==> src/rtl/ddrLinkTxPkg.sv <==
package ddrLinkTxPkg;

  typedef enum logic [1:0] {
    ST_IDLE,
    ST_WAIT,
    ST_RUN
  } txState_t;

  // strobes from control to datapath
  typedef struct packed {
    logic loadWord;   // drive first group of the held word
    logic loadGrp;    // drive next group of the current word
    logic oneLane;    // latched lane format
    logic busy;       // link not idle
  } txStb_t;

  // half-period of the link clock in reference cycles
  function automatic int unsigned halfRefs(input logic [1:0] sel,
                                           input int unsigned refPerCore);
    int unsigned ratioX2;
    case (sel)
      2'd0:    ratioX2 = 2;
      2'd1:    ratioX2 = 3;
      2'd2:    ratioX2 = 4;
      default: ratioX2 = 8;
    endcase
    return refPerCore * ratioX2 / 4;
  endfunction

endpackage

==> src/rtl/ddrLinkTxCtrl.sv <==
module ddrLinkTxCtrl
  import ddrLinkTxPkg::*;
#(
  parameter int WORD_W          = 16,
  parameter int LANES           = 4,
  parameter int REF_PER_CORE    = 4,
  parameter int ACK_WIN_CORE    = 16,
  parameter int DONE_HOLD_WORDS = 3
) (
  input  logic       clk,
  input  logic       rst,
  input  logic [1:0] ratioSel,
  input  logic       widthSel,
  input  logic       ackIn,
  input  logic       inValid,
  input  logic       holdFull,
  input  logic       curEnd,
  output txStb_t     stb,
  output logic       linkClk,
  output logic       blkDone
);

  localparam int MAX_HALF = REF_PER_CORE * 2;
  localparam int HALF_W   = $clog2(MAX_HALF + 1);
  localparam int GRP_W    = $clog2(WORD_W);
  localparam int WIN_MAX  = ACK_WIN_CORE * 2 * MAX_HALF;
  localparam int WIN_W    = $clog2(WIN_MAX + 1);
  localparam int HOLD_MAX = DONE_HOLD_WORDS * WORD_W * MAX_HALF;
  localparam int HOLD_W   = $clog2(HOLD_MAX + 1);

  txState_t          state;
  logic [HALF_W-1:0] halfR, halfNext, phase, lead;
  logic              oneR;
  logic [WIN_W-1:0]  waitCnt, ackLowCnt, winLen;
  logic [GRP_W-1:0]  grpIdx, edgeIdx, grpLast;
  logic [HOLD_W-1:0] holdCnt, holdLen;
  logic              atToggle, atLoad, wordEdge, ackWindow, stopNow;

  always_comb begin
    halfNext  = HALF_W'(halfRefs(ratioSel, REF_PER_CORE));
    lead      = halfR - (halfR >> 1);
    winLen    = WIN_W'(ACK_WIN_CORE * 2 * int'(halfR));
    grpLast   = oneR ? GRP_W'(WORD_W - 1) : GRP_W'(WORD_W / LANES - 1);
    holdLen   = HOLD_W'(DONE_HOLD_WORDS * (int'(grpLast) + 1) * int'(halfR));
    atToggle  = (state == ST_RUN) && (phase == halfR - HALF_W'(1));
    atLoad    = (state == ST_RUN) && (phase == lead - HALF_W'(1));
    wordEdge  = atLoad && (grpIdx == '0);
    ackWindow = !ackIn && (ackLowCnt >= winLen - WIN_W'(1));
    stopNow   = wordEdge && (ackWindow || !holdFull);
    stb.loadWord = wordEdge && !stopNow;
    stb.loadGrp  = atLoad && (grpIdx != '0);
    stb.oneLane  = oneR;
    stb.busy     = (state != ST_IDLE);
  end

  always_ff @(posedge clk) begin
    if (rst) begin
      state     <= ST_IDLE;
      halfR     <= halfNext;
      oneR      <= 1'b0;
      phase     <= '0;
      waitCnt   <= '0;
      ackLowCnt <= '0;
      grpIdx    <= '0;
      edgeIdx   <= '0;
      linkClk   <= 1'b0;
      blkDone   <= 1'b0;
      holdCnt   <= '0;
    end else begin
      if (ackIn) ackLowCnt <= '0;
      else if (!(&ackLowCnt)) ackLowCnt <= ackLowCnt + WIN_W'(1);

      case (state)
        ST_IDLE: begin
          halfR   <= halfNext;
          oneR    <= widthSel;
          phase   <= '0;
          waitCnt <= '0;
          grpIdx  <= '0;
          edgeIdx <= '0;
          if (ackIn && (holdFull || inValid)) state <= ST_WAIT;
        end
        ST_WAIT: begin
          if (!ackIn) state <= ST_IDLE;
          else if (waitCnt == winLen - WIN_W'(halfR) - WIN_W'(1)) begin
            state <= ST_RUN;
            phase <= '0;
          end else waitCnt <= waitCnt + WIN_W'(1);
        end
        ST_RUN: begin
          phase <= atToggle ? '0 : phase + HALF_W'(1);
          if (atToggle) begin
            linkClk <= ~linkClk;
            edgeIdx <= (edgeIdx == grpLast) ? '0 : edgeIdx + GRP_W'(1);
          end
          if (stopNow) state <= ST_IDLE;
          else if (atLoad) grpIdx <= (grpIdx == grpLast) ? '0 : grpIdx + GRP_W'(1);
        end
        default: state <= ST_IDLE;
      endcase

      if (atToggle && (edgeIdx == grpLast) && curEnd) begin
        blkDone <= 1'b1;
        holdCnt <= holdLen - HOLD_W'(1);
      end else if (blkDone) begin
        if (holdCnt == '0) blkDone <= 1'b0;
        else holdCnt <= holdCnt - HOLD_W'(1);
      end
    end
  end

endmodule

==> src/rtl/ddrLinkTxPath.sv <==
module ddrLinkTxPath
  import ddrLinkTxPkg::*;
#(
  parameter int WORD_W = 16,
  parameter int LANES  = 4
) (
  input  logic              clk,
  input  logic              rst,
  input  txStb_t            stb,
  input  logic              ackIn,
  input  logic              inValid,
  input  logic [WORD_W-1:0] inWord,
  input  logic              inEnd,
  output logic              inReady,
  output logic              holdFull,
  output logic              curEnd,
  output logic [LANES-1:0]  linkData
);

  logic [WORD_W-1:0] hold, shiftR;
  logic              holdEnd, accept;

  // group on the lanes: full width, or bit 0 on lane 0 only
  function automatic logic [LANES-1:0] laneGrp(input logic [WORD_W-1:0] w,
                                               input logic one);
    return one ? LANES'(w[0]) : w[LANES-1:0];
  endfunction

  function automatic logic [WORD_W-1:0] dropGrp(input logic [WORD_W-1:0] w,
                                                input logic one);
    return one ? (w >> 1) : (w >> LANES);
  endfunction

  assign inReady = !holdFull && (stb.busy || ackIn);
  assign accept  = inValid && inReady;

  always_ff @(posedge clk) begin
    if (rst) begin
      hold     <= '0;
      holdEnd  <= 1'b0;
      holdFull <= 1'b0;
      shiftR   <= '0;
      curEnd   <= 1'b0;
      linkData <= '0;
    end else begin
      if (accept) begin
        hold     <= inWord;
        holdEnd  <= inEnd;
        holdFull <= 1'b1;
      end else if (stb.loadWord) holdFull <= 1'b0;

      if (stb.loadWord) begin
        linkData <= laneGrp(hold, stb.oneLane);
        shiftR   <= dropGrp(hold, stb.oneLane);
        curEnd   <= holdEnd;
      end else if (stb.loadGrp) begin
        linkData <= laneGrp(shiftR, stb.oneLane);
        shiftR   <= dropGrp(shiftR, stb.oneLane);
      end
    end
  end

endmodule

==> src/rtl/ddrLinkTx.sv <==
module ddrLinkTx
  import ddrLinkTxPkg::*;
#(
  parameter int WORD_W          = 16,
  parameter int LANES           = 4,
  parameter int REF_PER_CORE    = 4,
  parameter int ACK_WIN_CORE    = 16,
  parameter int DONE_HOLD_WORDS = 3
) (
  input  logic              clk,
  input  logic              rst,
  input  logic [1:0]        ratioSel,
  input  logic              widthSel,
  input  logic              inValid,
  input  logic [WORD_W-1:0] inWord,
  input  logic              inEnd,
  output logic              inReady,
  input  logic              ackIn,
  output logic              linkClk,
  output logic [LANES-1:0]  linkData,
  output logic              blkDone
);

  txStb_t stb;
  logic   holdFull, curEnd;

  ddrLinkTxCtrl #(
    .WORD_W(WORD_W), .LANES(LANES), .REF_PER_CORE(REF_PER_CORE),
    .ACK_WIN_CORE(ACK_WIN_CORE), .DONE_HOLD_WORDS(DONE_HOLD_WORDS)
  ) u_ctrl (
    .clk(clk), .rst(rst), .ratioSel(ratioSel), .widthSel(widthSel),
    .ackIn(ackIn), .inValid(inValid), .holdFull(holdFull), .curEnd(curEnd),
    .stb(stb), .linkClk(linkClk), .blkDone(blkDone)
  );

  ddrLinkTxPath #(
    .WORD_W(WORD_W), .LANES(LANES)
  ) u_path (
    .clk(clk), .rst(rst), .stb(stb), .ackIn(ackIn), .inValid(inValid),
    .inWord(inWord), .inEnd(inEnd), .inReady(inReady), .holdFull(holdFull),
    .curEnd(curEnd), .linkData(linkData)
  );

endmodule

==> config.mk <==
export PLATFORM = sky130hd
export DESIGN_NAME = ddrLinkTx
export DESIGN_NICKNAME = d
export VERILOG_FILES = /design/src/rtl/ddrLinkTxPkg.sv /design/src/rtl/ddrLinkTxCtrl.sv /design/src/rtl/ddrLinkTxPath.sv /design/src/rtl/ddrLinkTx.sv
export SDC_FILE = /design/constraint.sdc
export NUM_CORES = 1
export LEC_CHECK = 0
export ABC_AREA = 1
export CORE_AREA = 2 2 114 116
export CTS_CLUSTER_DIAMETER = 120
export CTS_CLUSTER_SIZE = 14
export DETAILED_ROUTE_END_ITERATION = 12
export DIE_AREA = 0 0 116 118
export GPL_TIMING_DRIVEN = 0
export PLACE_DENSITY = 0.65
export RECOVER_POWER = 50
export SYNTH_ARGS = -nofsm -noshare
export SYNTH_HDL_FRONTEND = slang
export SYNTH_HIERARCHICAL = 1
export SYNTH_SLANG_ARGS = --single-unit
==> constraint.sdc <==
create_clock -name clk -period 7.2 [get_ports clk]
set_clock_uncertainty 0.1 [all_clocks]
set_input_delay 1.44 -clock clk [delete_from_list [all_inputs] [get_ports clk]]
set_output_delay 1.44 -clock clk [all_outputs]
set_load 0.01 [all_outputs]
==> run metrics <==
GPL Wtd Cong 0.833; most frequent cell after synthesis nand2_1; Hold Path Origin u_path/linkData[2]; H-Tree Depth 3; DP HPWL 9230 um; all-layer global routing usage 0.190; Fin Setup TNS 0 ns; Critical Path AT 2.92 ns; Flop pwr share 0.432; RSZ-0062 raised after global routing false; vias in the first global route 4442; total clock sinks 86; predominant post-synthesis flop cell dfxtp_1; Hold Crit Endpoint u_path/linkData[2]; initial antenna violation count 0; sequential area share after synthesis 0.320; Final Max Tran Viols 0; drt via density 4.76; layout cell share with drive strength beyond 1 0.0856; Nets 901; TritonCTS Buffers 9; Boundary Pins 31; Synth cell types 49; Cell Area, Placed 6030 um2; Net Sw Frac 0.264; post-synth top area share 0.298; Max-Cap Viols 0; Synth Area per Inst 6.82 um2; post-placement cell count 1010; worst-path fanout max 5; Pwr Total 1160 uW; Initial Utilization 0.444; Core Area 12400 um2; fin crit share 0.620; number of synthesized flops with an enable pin 4; kind of critical path in -> out; pin count of the biggest net entering global routing 14; post-synthesis cell count 808; post-route cell area 6300 um2; FF-to-FF End u_path/shiftR[2]; CTS tree done; worst skew pair latency 0.34 ns; worst ir drop on vdd 92.3 uV; syn nets 860; clock network power share 0.406; Clock Path Buffers 2; Synth Register Bits 86; run status complete, no violations; Synth area leaders dfxtp_1 (30%), nand2_1 (15%), inv_1 (7.1%), a21oi_1 (5.8%), nor2_1 (5.8%); endpoint class of the critical path output pin; P_int 852 uW; area leader, netlist dfxtp_1; Worst slew margin 0.619; Critical Path RT 5.66 ns; r2r setup slk 3.98 ns; setup bufs post-CTS 0; clk slew on worst S/H paths 0.06 ns; Ant. Diodes 0; DR WL/cell 11.9 um; LEAKAGE 0.00286 uW; die area 13700 um2; die height 118 um; filler instances 1335; die width 116 um; Comb power frac 0.162; FP Rows 41; first-pass GRT wire length 20800 um; post-route ant nets 0; DRT Wirelength 12200 um; FFs w/ async S/R, synth 0; Port Buffers 30; Switch Pwr 305 uW; Tightest Pin Transition 0.572 ns; CTS resizes 0; setup violators final 0; hold path depth 2; Initial DRC Count 368; Cell Count, Final, Fillers Out 1025; Post-CTS Hold Fix Bufs 0; Startpoint Class input port; area of the mapped netlist 5510 um2; synth cell count leaders nand2_1 (223), inv_1 (104), nor2_1 (85), dfxtp_1 (82), a21oi_1 (64); worst flop-to-flop path startpoint u_ctrl/halfR[1]; Hold Path Class reg -> reg; number of synthesis warnings 6; grt ovf 0; f_max 224 MHz; Hold Violations, Final 0; Final Critical Period 4.46 ns; vias 4879; DRT Pass-1 Iters 5; root buf cell clkbuf_16; FF-to-FF path depth 19; DRC violations left 0; Area growth syn-to-layout 14.3%; power per cell area 184 nW/um2
[metal layers]
metal / GRT usage / vias up / share of wire
met5: 0 / - / 0
met2: 0.302 / 66 / 0.46
met4: 0.0722 / 0 / 0.018
li1: - / 2643 / -
met1: 0.258 / 2157 / 0.50
met3: 0.0288 / 13 / 0.028
[final cells by class]
type	count	area [um2]	area share
Sequential cell	86	1760	0.280
Buffer	25	189	0.0300
Timing Repair Buffer	30	300	0.0477
Clock buffer	12	256	0.0407
Inverter	112	428	0.0679
Multi-Input combinational cell	585	3110	0.493
Clock inverter	3	43.8	0.00695
Tap cell	172	215	0.0342
[power groups by stage]
stage                     combinational (uW)  sequential (uW)  clock (uW)
after floorplan                          140              508           0
after global placement                   188              510           0
after detailed placement                 189              511           0
after CTS                                191              500         484
after global routing                     213              502         504
final                                    187              500         470
[registers in the layout (all words and copies together) (netlist names)]
register and flops:
u_ctrl/ackLowCnt 9, u_ctrl/linkClk 1, u_ctrl/edgeIdx 4, u_ctrl/grpIdx 4, u_path/shiftR 15, u_path/holdFull 1, u_ctrl/state 2, u_ctrl/oneR 1
u_ctrl/holdCnt 9, u_path/holdEnd 1, u_path/hold 16, u_path/curEnd 1, u_ctrl/blkDone 1, u_ctrl/phase 4, u_path/linkData 4, u_ctrl/waitCnt 9
u_ctrl/halfR 4
[metrics by stage]
stage	hold slack [ns]	util	worst slack, ns
2_1_floorplan	0.329	-	4.00
3_3_place_gp	0.352	0.486	2.77
3_5_place_dp	0.351	0.486	2.78
4_1_cts	0.363	0.510	2.78
5_1_grt	0.383	0.507	2.65
6_report	0.360	0.507	2.74
[placed cells by master, fill, tap and decap left out, types with 8 or more instances in the layout]
cell type | synthesis | layout
nand3b_1 | 9 | 9
nand4_1 | 10 | 10
clkbuf_1 | 2 | 8
o21ai_1 | 16 | 16
nor3_1 | 8 | 8
nand3_1 | 52 | 52
xor2_1 | 12 | 12
inv_1 | 104 | 104
clkdlybuf4s50_1 | 0 | 26
buf_6 | 10 | 10
o21ai_0 | 17 | 17
a21oi_1 | 64 | 64
clkbuf_16 | 0 | 9
nand2_1 | 223 | 224
nor2_1 | 85 | 85
ha_1 | 24 | 24
dfxtp_1 | 82 | 82
[worst max-delay path, cell delays in order]
cell and delay [ns]:
dlygate4sd3_1 0.66, inv_2 0.06, a21oi_1 0.19, clkdlybuf4s50_1 0.57
[how the worst max path moves through the flow]
stage | slack [ns] | cells past startpoint | end | start
final | 2.74 | 4 | inReady | ackIn
after detailed placement | 2.78 | 4 | inReady | ackIn
after global placement | 2.77 | 4 | inReady | ackIn
after floorplan | 4.00 | 2 | inReady | ackIn
after CTS | 2.78 | 4 | inReady | ackIn
after global routing | 2.65 | 4 | inReady | ackIn
[kinds of logic (layout without fill, tap and decap cells)]
family	Yosys count	in the layout	synth area share
XOR/XNOR	20	20	0.0352
AND/OR/NAND/NOR	416	416	0.336
adder cells (fa/ha/maj)	28	28	0.0690
AO/OA/AOI/OAI	121	121	0.124
buffers and inverters	137	182	0.117
flip-flops	86	86	0.320
Power figures use the tool's default switching activity.
